`config.mk`:
```
export PLATFORM = sky130hd
export DESIGN_NAME = booth_seq_mult
export DESIGN_NICKNAME = d
export VERILOG_FILES = /design/src/rtl/booth_pkg.sv /design/src/rtl/booth_shreg.sv /design/src/rtl/booth_addsub.sv /design/src/rtl/booth_ctrl.sv /design/src/rtl/booth_seq_mult.sv
export SDC_FILE = /design/constraint.sdc
export NUM_CORES = 1
export LEC_CHECK = 0
export BUFFER_PORTS_ARGS = -buffer_cell sky130_fd_sc_hd__buf_2
export CORE_ASPECT_RATIO = 0.8
export CORE_MARGIN = 4
export CORE_UTILIZATION = 42
export CTS_CLUSTER_SIZE = 24
export DETAILED_ROUTE_END_ITERATION = 7
export GPL_ROUTABILITY_DRIVEN = 1
export PLACE_DENSITY = 0.67
export REMOVE_ABC_BUFFERS = 1
export SYNTH_ARGS = -nofsm -noshare
export SYNTH_HDL_FRONTEND = slang
export SYNTH_HIERARCHICAL = 1
export SYNTH_SLANG_ARGS = --single-unit
```
`constraint.sdc`:
```
create_clock -name clk -period 5.18 [get_ports clk]
set_input_delay 1.036 -clock clk [delete_from_list [all_inputs] [get_ports clk]]
set_output_delay 1.036 -clock clk [all_outputs]
set_load 0.01 [all_outputs]
```
`src/rtl/booth_pkg.sv`:
```
package booth_pkg;
   typedef enum logic [1:0] {
      ST_IDLE  = 2'd0,
      ST_STEP  = 2'd1,
      ST_SHIFT = 2'd2,
      ST_DONE  = 2'd3
   } booth_state_e;
endpackage

```
`src/rtl/booth_shreg.sv`:
```
// Right-shift register with parallel load (priority) and serial MSB input.
module booth_shreg #(
   parameter int WIDTH = 9
) (
   input  logic             clk,
   input  logic             rst,
   input  logic             ld,
   input  logic             sright,
   input  logic [WIDTH-1:0] din,
   input  logic             sin,
   output logic [WIDTH-1:0] q
);
   generate
      if (WIDTH < 2) begin : g_bad_width
         $error("booth_shreg: WIDTH must be at least 2");
      end
   endgenerate

   always_ff @(posedge clk) begin
      if (rst)
         q <= '0;
      else if (ld)
         q <= din;
      else if (sright)
         q <= {sin, q[WIDTH-1:1]};
   end

   // a shift moves every bit down one place and takes the serial bit at the top
   a_r4_shift_path: assert property (@(posedge clk) disable iff (rst)
      (sright && !ld) |=> (q[WIDTH-1] == $past(sin)) && (q[WIDTH-2:0] == $past(q[WIDTH-1:1])));
endmodule

```
`src/rtl/booth_addsub.sv`:
```
// Adder/subtractor: q = a + b when sub = 0, q = a - b when sub = 1.
module booth_addsub #(
   parameter int WIDTH      = 10,
   parameter bit INVERT_ADD = 1'b1
) (
   input  logic [WIDTH-1:0] a,
   input  logic [WIDTH-1:0] b,
   input  logic             sub,
   output logic [WIDTH-1:0] q
);
   generate
      if (INVERT_ADD) begin : g_invert
         // one adder, operand inverted and carry injected for subtraction
         logic [WIDTH-1:0] b_x;
         assign b_x = b ^ {WIDTH{sub}};
         assign q   = a + b_x + WIDTH'(sub);
      end else begin : g_mux
         logic [WIDTH-1:0] s_add;
         logic [WIDTH-1:0] s_sub;
         assign s_add = a + b;
         assign s_sub = a - b;
         assign q     = sub ? s_sub : s_add;
      end
   endgenerate
endmodule

```
`src/rtl/booth_ctrl.sv`:
```
// Sequencer: one arithmetic cycle when requested, then one shift, for STEPS steps.
module booth_ctrl
   import booth_pkg::*;
#(
   parameter int STEPS = 9
) (
   input  logic clk,
   input  logic rst,
   input  logic start,
   input  logic mult,
   output logic init,
   output logic arith,
   output logic shift,
   output logic busy,
   output logic done
);
   localparam int CW = $clog2(STEPS + 1);

   booth_state_e st_q, st_d;
   logic [CW-1:0] cnt_q;
   logic          last;

   generate
      if (STEPS < 2) begin : g_bad_steps
         $error("booth_ctrl: STEPS must be at least 2");
      end
   endgenerate

   assign last = (cnt_q == CW'(STEPS - 1));

   always_comb begin
      st_d  = st_q;
      init  = 1'b0;
      arith = 1'b0;
      shift = 1'b0;
      unique case (st_q)
         ST_IDLE, ST_DONE: begin
            if (start) begin
               init = 1'b1;
               st_d = ST_STEP;
            end else begin
               st_d = ST_IDLE;
            end
         end
         ST_STEP: begin
            if (mult) begin
               arith = 1'b1;
               st_d  = ST_SHIFT;
            end else begin
               shift = 1'b1;
               st_d  = last ? ST_DONE : ST_STEP;
            end
         end
         ST_SHIFT: begin
            shift = 1'b1;
            st_d  = last ? ST_DONE : ST_STEP;
         end
         default: st_d = ST_IDLE;
      endcase
   end

   always_ff @(posedge clk) begin
      if (rst) begin
         st_q  <= ST_IDLE;
         cnt_q <= '0;
      end else begin
         st_q <= st_d;
         if (init)
            cnt_q <= '0;
         else if (shift)
            cnt_q <= cnt_q + 1'b1;
      end
   end

   assign busy = (st_q == ST_STEP) || (st_q == ST_SHIFT);
   assign done = (st_q == ST_DONE);

   // arithmetic only when the decision pair asks for it
   a_r3_arith_needs_mult: assert property (@(posedge clk) disable iff (rst)
      arith |-> mult);
   // an arithmetic cycle is always followed by its shift
   a_r5_shift_after_arith: assert property (@(posedge clk) disable iff (rst)
      arith |=> shift);
   // the step count never passes the operand width
   a_r5_count_bound: assert property (@(posedge clk) disable iff (rst)
      cnt_q <= CW'(STEPS));
   // done is a single pulse and never overlaps busy
   a_r6_done_pulse: assert property (@(posedge clk) disable iff (rst)
      done |=> !done);
   a_r6_done_not_busy: assert property (@(posedge clk) disable iff (rst)
      !(done && busy));
endmodule

```
`src/rtl/booth_seq_mult.sv`:
```
// Multi-cycle radix-2 Booth signed multiplier.
module booth_seq_mult #(
   parameter int W          = 9,
   parameter bit INVERT_ADD = 1'b1
) (
   input  logic           clk,
   input  logic           rst,
   input  logic           start,
   input  logic [W-1:0]   multiplicand,
   input  logic [W-1:0]   multiplier,
   output logic           busy,
   output logic           done,
   output logic [2*W-1:0] product
);
   localparam int AW = W + 1;   // accumulator with guard bit

   generate
      if (W < 2) begin : g_bad_w
         $error("booth_seq_mult: W must be at least 2");
      end
   endgenerate

   logic          init, arith, shift, mult, as_sub;
   logic          f_q;
   logic [W-1:0]  md_q;
   logic [W-1:0]  mr_q;
   logic [AW-1:0] acc_q;
   logic [AW-1:0] acc_din;
   logic [AW-1:0] sum;
   logic [AW-1:0] md_ext;

   // decision pair {LSB, F}: 01 add, 10 subtract, 00/11 nothing
   assign mult   = mr_q[0] ^ f_q;
   assign as_sub = mr_q[0] & ~f_q;
   assign md_ext = {md_q[W-1], md_q};
   assign acc_din = init ? '0 : sum;

   booth_ctrl #(.STEPS(W)) u_ctrl (
      .clk   (clk),
      .rst   (rst),
      .start (start),
      .mult  (mult),
      .init  (init),
      .arith (arith),
      .shift (shift),
      .busy  (busy),
      .done  (done)
   );

   booth_addsub #(.WIDTH(AW), .INVERT_ADD(INVERT_ADD)) u_addsub (
      .a   (acc_q),
      .b   (md_ext),
      .sub (as_sub),
      .q   (sum)
   );

   booth_shreg #(.WIDTH(AW)) u_acc (
      .clk    (clk),
      .rst    (rst),
      .ld     (init | arith),
      .sright (shift),
      .din    (acc_din),
      .sin    (acc_q[AW-1]),
      .q      (acc_q)
   );

   booth_shreg #(.WIDTH(W)) u_mr (
      .clk    (clk),
      .rst    (rst),
      .ld     (init),
      .sright (shift),
      .din    (multiplier),
      .sin    (acc_q[0]),
      .q      (mr_q)
   );

   always_ff @(posedge clk) begin
      if (rst) begin
         md_q <= '0;
         f_q  <= 1'b0;
      end else begin
         if (init)
            md_q <= multiplicand;
         if (init)
            f_q <= 1'b0;
         else if (shift)
            f_q <= mr_q[0];
      end
   end

   assign product = {acc_q[W-1:0], mr_q};

   // subtract cycle lowers the accumulator by the multiplicand
   a_r3_sub_result: assert property (@(posedge clk) disable iff (rst)
      (arith && mr_q[0] && !f_q) |=> acc_q == $past(acc_q) - $past(md_ext));
   // add cycle raises the accumulator by the multiplicand
   a_r3_add_result: assert property (@(posedge clk) disable iff (rst)
      (arith && !mr_q[0] && f_q) |=> acc_q == $past(acc_q) + $past(md_ext));
   // sign extension on shift
   a_r4_sign_keep: assert property (@(posedge clk) disable iff (rst)
      shift |=> acc_q[AW-1] == $past(acc_q[AW-1]));
   // multiplier LSB moves into F
   a_r4_f_capture: assert property (@(posedge clk) disable iff (rst)
      shift |=> f_q == $past(mr_q[0]));
   // latched multiplicand stays put while busy
   a_r7_operand_hold: assert property (@(posedge clk) disable iff (rst)
      busy |=> $stable(md_q));
endmodule

```
Yosys cells after proc, flatten, opt, wreduce, memory -nomap -nowiden
Index checks and enable logic that the tools add are counted.
{ "word_totals": {"in_bits": 21, "memories": 0, "rom_bits": 0, "wordCells": 40, "ramBits": 0, "reg_bits": 35, "out_inout_bits": 20, "latchBits": 0} }
{ "classes": {"eq_ne": 4, "reduce_logical": 6, "n_bitwise": 5, "div_mod_pow": 0, "add_sub_neg": 3, "n_mux": 15, "mul": 0, "n_lt_le_gt_ge": 0, "shift": 0} }
{ "ops": {"columns": ["operator", "n"], "rows": [
  ["$mux W9", 3],
  ["$mux W10", 2],
  ["$add A10 B1 Y10", 1],
  ["$add A10 B10 Y10", 1],
  ["$xor A10 B10 Y10", 1],
  ["$mux W1", 6],
  ["$pmux W2 S3", 1],
  ["$add A4 B1 Y4 const B", 1],
  ["$eq A2 B2 Y1 const B", 2],
  ["$eq A4 B4 Y1 const B", 1],
  ["$mux W2", 2],
  ["$reduce_bool A2 Y1", 2],
  ["$reduce_or A2 Y1", 2],
  ["$eq A2 B1 Y1 const B", 1],
  ["$logic_not A2 Y1", 1],
  ["$pmux W1 S2", 1],
  ["$and A1 B1 Y1", 1],
  ["$logic_or A1 B1 Y1", 1],
  ["$not A1 Y1", 1],
  ["$or A1 B1 Y1", 1],
  ["$xor A1 B1 Y1", 1]
]} }

Longest topological paths before layout
{ "depth": {"depth_word": 7, "ltp_mapped": 13} }

By module
The synthesis kept the hierarchy.
{ "by_module_without_submodules": {"columns": ["mod", "area_each_um2", "cells_each", "n_inst"], "rows": [
  ["booth_shreg (u_acc)", 460.4, 44, 1],
  ["booth_addsub", 459.2, 57, 1],
  ["booth_seq_mult", 447.9, 47, 1],
  ["booth_shreg (u_mr)", 417.9, 40, 1],
  ["booth_ctrl", 396.6, 43, 1]
]} }

Least setup slack after synthesis
No wires, ideal clock.
{ "synth_timing": {"kind": "reg2reg", "start": "register u_mr.q[0]", "end": "register u_acc.q[9]", "setup_slack_ns": 2.712, "period_less_slack_ns": 2.468, "n_path_buf": 1, "required_ns": 5.094, "arrival_time_ns": 2.383, "path_stages_with_launch": 13, "setup_ns": 0.086, "path_cell_list": "dfxtp_1 ha_1 buf_4 xor2_1 ha_1 a21o_1 or3_1 o21ai_2 o21ai_2 xnor2_1 nor2b_1 nor2b_1 a211oi_1"} }
{ "synth_between": {"elab_chain_len": 6, "word_cells_on_any_way": 10, "cone_classes": "add/sub (2); mux (4); bitwise (4)"} }
{ "synth_rtl": {"columns": ["item", "line_no", "text"], "rows": [
  ["start: declaration", "booth_shreg.sv:11", "output logic [WIDTH-1:0] q"],
  ["start signal: assignment", "booth_shreg.sv:23", "q <= din;"],
  ["start signal: assignment", "booth_shreg.sv:25", "q <= {sin, q[WIDTH-1:1]};"],
  ["$and A1 B1 Y1 (*)", "booth_seq_mult.sv:34", "assign as_sub = mr_q[0] & ~f_q;"],
  ["via as_sub", "booth_seq_mult.sv:23", "logic init, arith, shift, mult, as_sub;"],
  ["$xor A10 B10 Y10", "booth_addsub.sv:15", "assign b_x = b ^ {WIDTH{sub}};"],
  ["$add A10 B10 Y10", "booth_addsub.sv:16", "assign q = a + b_x + WIDTH'(sub);"],
  ["$add A10 B1 Y10 (*)", "booth_addsub.sv:16", null],
  ["via sum[9]", "booth_seq_mult.sv:29", "logic [AW-1:0] sum;"],
  ["$mux W10 (*)", "booth_seq_mult.sv:36", "assign acc_din = init ? '0 : sum;"],
  ["via acc_din[9]", "booth_seq_mult.sv:28", "logic [AW-1:0] acc_din;"],
  ["$mux W10 (*)", "booth_shreg.sv:22", "else if (ld)"],
  ["end signal: assignment", "booth_shreg.sv:23", null],
  ["end signal: assignment", "booth_shreg.sv:25", null],
  ["end: declaration", "booth_shreg.sv:11", null]
]} }
Mark *: on every way through the listed nets, which the timed path passes. The rest lies on a longest branch. The select of a mux whose other input is x is not followed.
A chain may end at the register's enable or synchronous reset.

Final worst setup path
{ "layout_timing": {"start": "register f_q", "end": "register u_acc.q[8]"} }
{ "layout_between": {"elab_chain_len": 7, "word_cells_on_any_way": 14, "cone_classes": "add/sub (2); mux (6); bitwise (5); reduce/logical (1)"} }
{ "layout_rtl": {"columns": ["item", "line_no", "text"], "rows": [
  ["start: declaration", "booth_seq_mult.sv:24", "logic f_q;"],
  ["start signal: assignment", "booth_seq_mult.sv:87", "f_q <= mr_q[0];"],
  ["$not A1 Y1 (*)", "booth_seq_mult.sv:34", null],
  ["$and A1 B1 Y1 (*)", "booth_seq_mult.sv:34", null],
  ["via as_sub", "booth_seq_mult.sv:23", null],
  ["$xor A10 B10 Y10", "booth_addsub.sv:15", null],
  ["$add A10 B10 Y10", "booth_addsub.sv:16", null],
  ["$add A10 B1 Y10 (*)", "booth_addsub.sv:16", null],
  ["via sum[8]", "booth_seq_mult.sv:29", null],
  ["$mux W10 (*)", "booth_seq_mult.sv:36", null],
  ["via acc_din[8]", "booth_seq_mult.sv:28", null],
  ["$mux W10 (*)", "booth_shreg.sv:22", null]
]} }
Marks and branches as above.

==> impl_metrics.toml <==
[placement]
dp_hpwl_mm = 3.12
gp_congestion = 0.827
place_area_um2 = 2400
portBuffers = 40
placed_cells = 324

[clock_network]
postCtsHoldBufs = 0
cts_tree = "done"
postCtsResizedCells = 0
insertion_delay_ns = 0.29
cts_buffers = 5
clock-sinks = 35
cts_root_buf = "clkbuf_8"
clk_pin_slew_ns = 0.08
cts_setup_buffers = 0
htree_levels = 2
cts_buffer_depth = 2

[routing]
drt-pass1-iter-count = 4
finalWirelength_mm = 4.39
num_vias = 1674
vias_per_cell = 5.04
drt_iter0_markers = 70
wire_per_inst_um = 13.2
antenna_left = 0
drc = 0

[die]
core_region_area_um2 = 5010
fp-row-count = 23
io_pins = 41
die_h_um = 72.5
start_util = 0.436
die_area_um2 = 6420
fp.dieW_um = 88.6

[synthesis]
synth-main-ff-cell = "dfxtp_1"
synth.avg_cell_area_um2 = 9.45
synth-async-reset-ratio = 0
seq_area_frac_synth = 0.321
synth-seq-cells = 35
netlist_area_um2 = 2180
synth_cells = 231
synth-edff-count = 0
ys.warnings.count = 6
synth_cell_types = 38

[setup_path]
worstPathArrival_ns = 3.07
crit_slowest_cell = "ha_1"
cp_max_fo = 10
cp_top_family = "adder cells"
r2r-start = "f_q"
worstPathCellList = "inv_1 > ha_1 > mux2i_1 > inv_1 > fa_1 > a21oi_1 > o21ai_1 > o41ai_2 > xnor2_1 > nor2b_1 > nor2b_1 > a211oi_1"
r2r.worst_path.cells = 12
path_class = "reg2reg"
start_kind = "flip-flop"
r2r-end = "u_acc/q[8]"
rrSetupSlack_ns = 2.33
worst_ep_required_time_ns = 5.39
crit_buf_inv = 2
crit_path_end_kind = "flip-flop"
crit_path_max_incr_delay_ns = 0.40

[power_and_ir_drop]
seqPwrFrac = 0.382
sw_frac_of_total = 0.283
pwr-share-clk = 0.365
power_density_nw_per_um2 = 320
comb_power_share = 0.254
ir_drop_mv = 0.159
switching_power_mw = 0.230
intPower_mw = 0.582
p_leak_nw = 1.10

[global_routing]
grt_pass1_wl_mm = 7.56
first_global_vias = 1665
grt_start_max_net_pins = 33
grt_overflow = 0
grt_use_total = 0.150
antenna_found_initial = 0

[sta]
finalSetupTns_ns = 0
grt_setup_unrepaired = "no"
finalHoldViolCount = 0
worst_slew_pin_slew_ns = 1.03
finalCriticalPeriod_ns = 2.85
period_share = 0.550
fmax_mhz = 351
skew_ns = 0.0110
setup_violations = 0
slew_headroom = 0.313
drv_slew = 0

[flow_run]
maxCapViolations = 0

[min_path]
holdPathStages = 2
holdCritStartpoint = "u_ctrl/cnt_q[2]"
hold_class = "reg2reg"
min_to = "u_ctrl/cnt_q[2]"

[finish]
stdcell_area_um2 = 2530
drive_gt1_frac = 0.211
fillers = 478
synthToLayoutAreaGrowth_pct = 16.1
finalNonFillerCells = 332
diodes = 0
regArea_um2 = 701
nNetsFinal = 305
multiInputGateArea_um2 = 1360

[outcome]
status = "finished clean"
-- state kept, by name (all words and copies together), names as in the netlist --
signal and flops:
u_mr/q 9, u_ctrl/st_q 2, u_ctrl/cnt_q 4, f_q 1, md_q 9, u_acc/q 10
-- metrics by stage --
stage | hold slack (ns) | setup WS [ns] | power (mW) | utilization
finish | 0.479 | 2.33 | 0.811 | 0.506
global route | 0.500 | 2.08 | 0.858 | 0.506
CTS | 0.480 | 2.32 | 0.821 | 0.506
detailed placement | 0.470 | 2.33 | 0.522 | 0.480
global placement | 0.461 | 2.32 | 0.521 | 0.480
floorplan | 0.443 | 2.58 | 0.466 | -
-- cells by family (layout without fill, tap and decap cells) --
family / Yosys count / count (layout) / share of synthesized area
adder cells (fa/ha/maj): 15 / 15 / 0.0895
multiplexers: 34 / 34 / 0.156
flip-flops: 35 / 35 / 0.321
AO/OA/AOI/OAI: 38 / 38 / 0.141
XOR/XNOR: 19 / 19 / 0.0763
AND/OR/NAND/NOR: 66 / 66 / 0.162
buffers and inverters: 24 / 63 / 0.0545
-- placed cells by master, fill, tap and decap left out, types with 5 or more instances in the layout --
master and count:
buf_2 40, dfxtp_1 35, mux2i_1 34, nor2b_1 29, a211oi_1 20, ha_1 14
nor2_1 13, xor2_1 12, nand2_1 12, inv_1 11, xnor2_1 7, clkbuf_8 5
a21oi_1 5
-- tightest hold or removal path: stages (launching register included) --
cell	delay [ns]
dfxtp_1	0.32
nand2_1	0.05
mux2i_1	0.06
-- power by group through the flow --
stage | logic [mW] | clock network [mW] | registers, mW
floorplan | 0.147 | 0 | 0.319
detailed placement | 0.206 | 0 | 0.316
CTS | 0.207 | 0.303 | 0.310
global placement | 0.205 | 0 | 0.316
global route | 0.232 | 0.312 | 0.313
finish | 0.206 | 0.296 | 0.310
-- cell type report --
class	instances	area share
sequential	35	0.277
clock inverter	2	0.0237
inverter	14	0.0207
tap	62	0.0306
timing repair buffer	41	0.0820
clock buffer	6	0.0286
multi-input combinational	172	0.538
-- cells in the mapped netlist (3+ instances only) --
master	n	area share
inv_1	11	0.019
nor2b_1	29	0.083
mux2i_1	34	0.16
nand2b_1	3	0.0086
buf_6	3	0.015
nand2_1	12	0.021
xor2_1	12	0.048
ha_1	14	0.080
xnor2_1	7	0.028
dfxtp_1	35	0.32
a211oi_1	20	0.069
a21oi_1	5	0.011
nor2_1	13	0.022
-- metal layers --
metal | GRT usage | share of wire | vias up
li1 | - | - | 872
met3 | 0.0420 | 0.065 | 8
met2 | 0.222 | 0.40 | 41
met1 | 0.206 | 0.52 | 753
met4 | 0.0554 | 0.015 | 0
met5 | 0 | 0 | -
-- worst max-delay path by stage --
stage,start,endpoint,slack [ns],cells past startpoint
floorplan,u_mr/q[0],u_acc/q[9],2.58,11
global placement,u_mr/q[0],u_acc/q[8],2.32,10
detailed placement,u_mr/q[0],u_acc/q[9],2.33,11
CTS,f_q,u_acc/q[8],2.32,12
global route,u_mr/q[0],u_acc/q[8],2.08,10
finish,f_q,u_acc/q[8],2.33,12
Power figures use the tool's default switching activity.
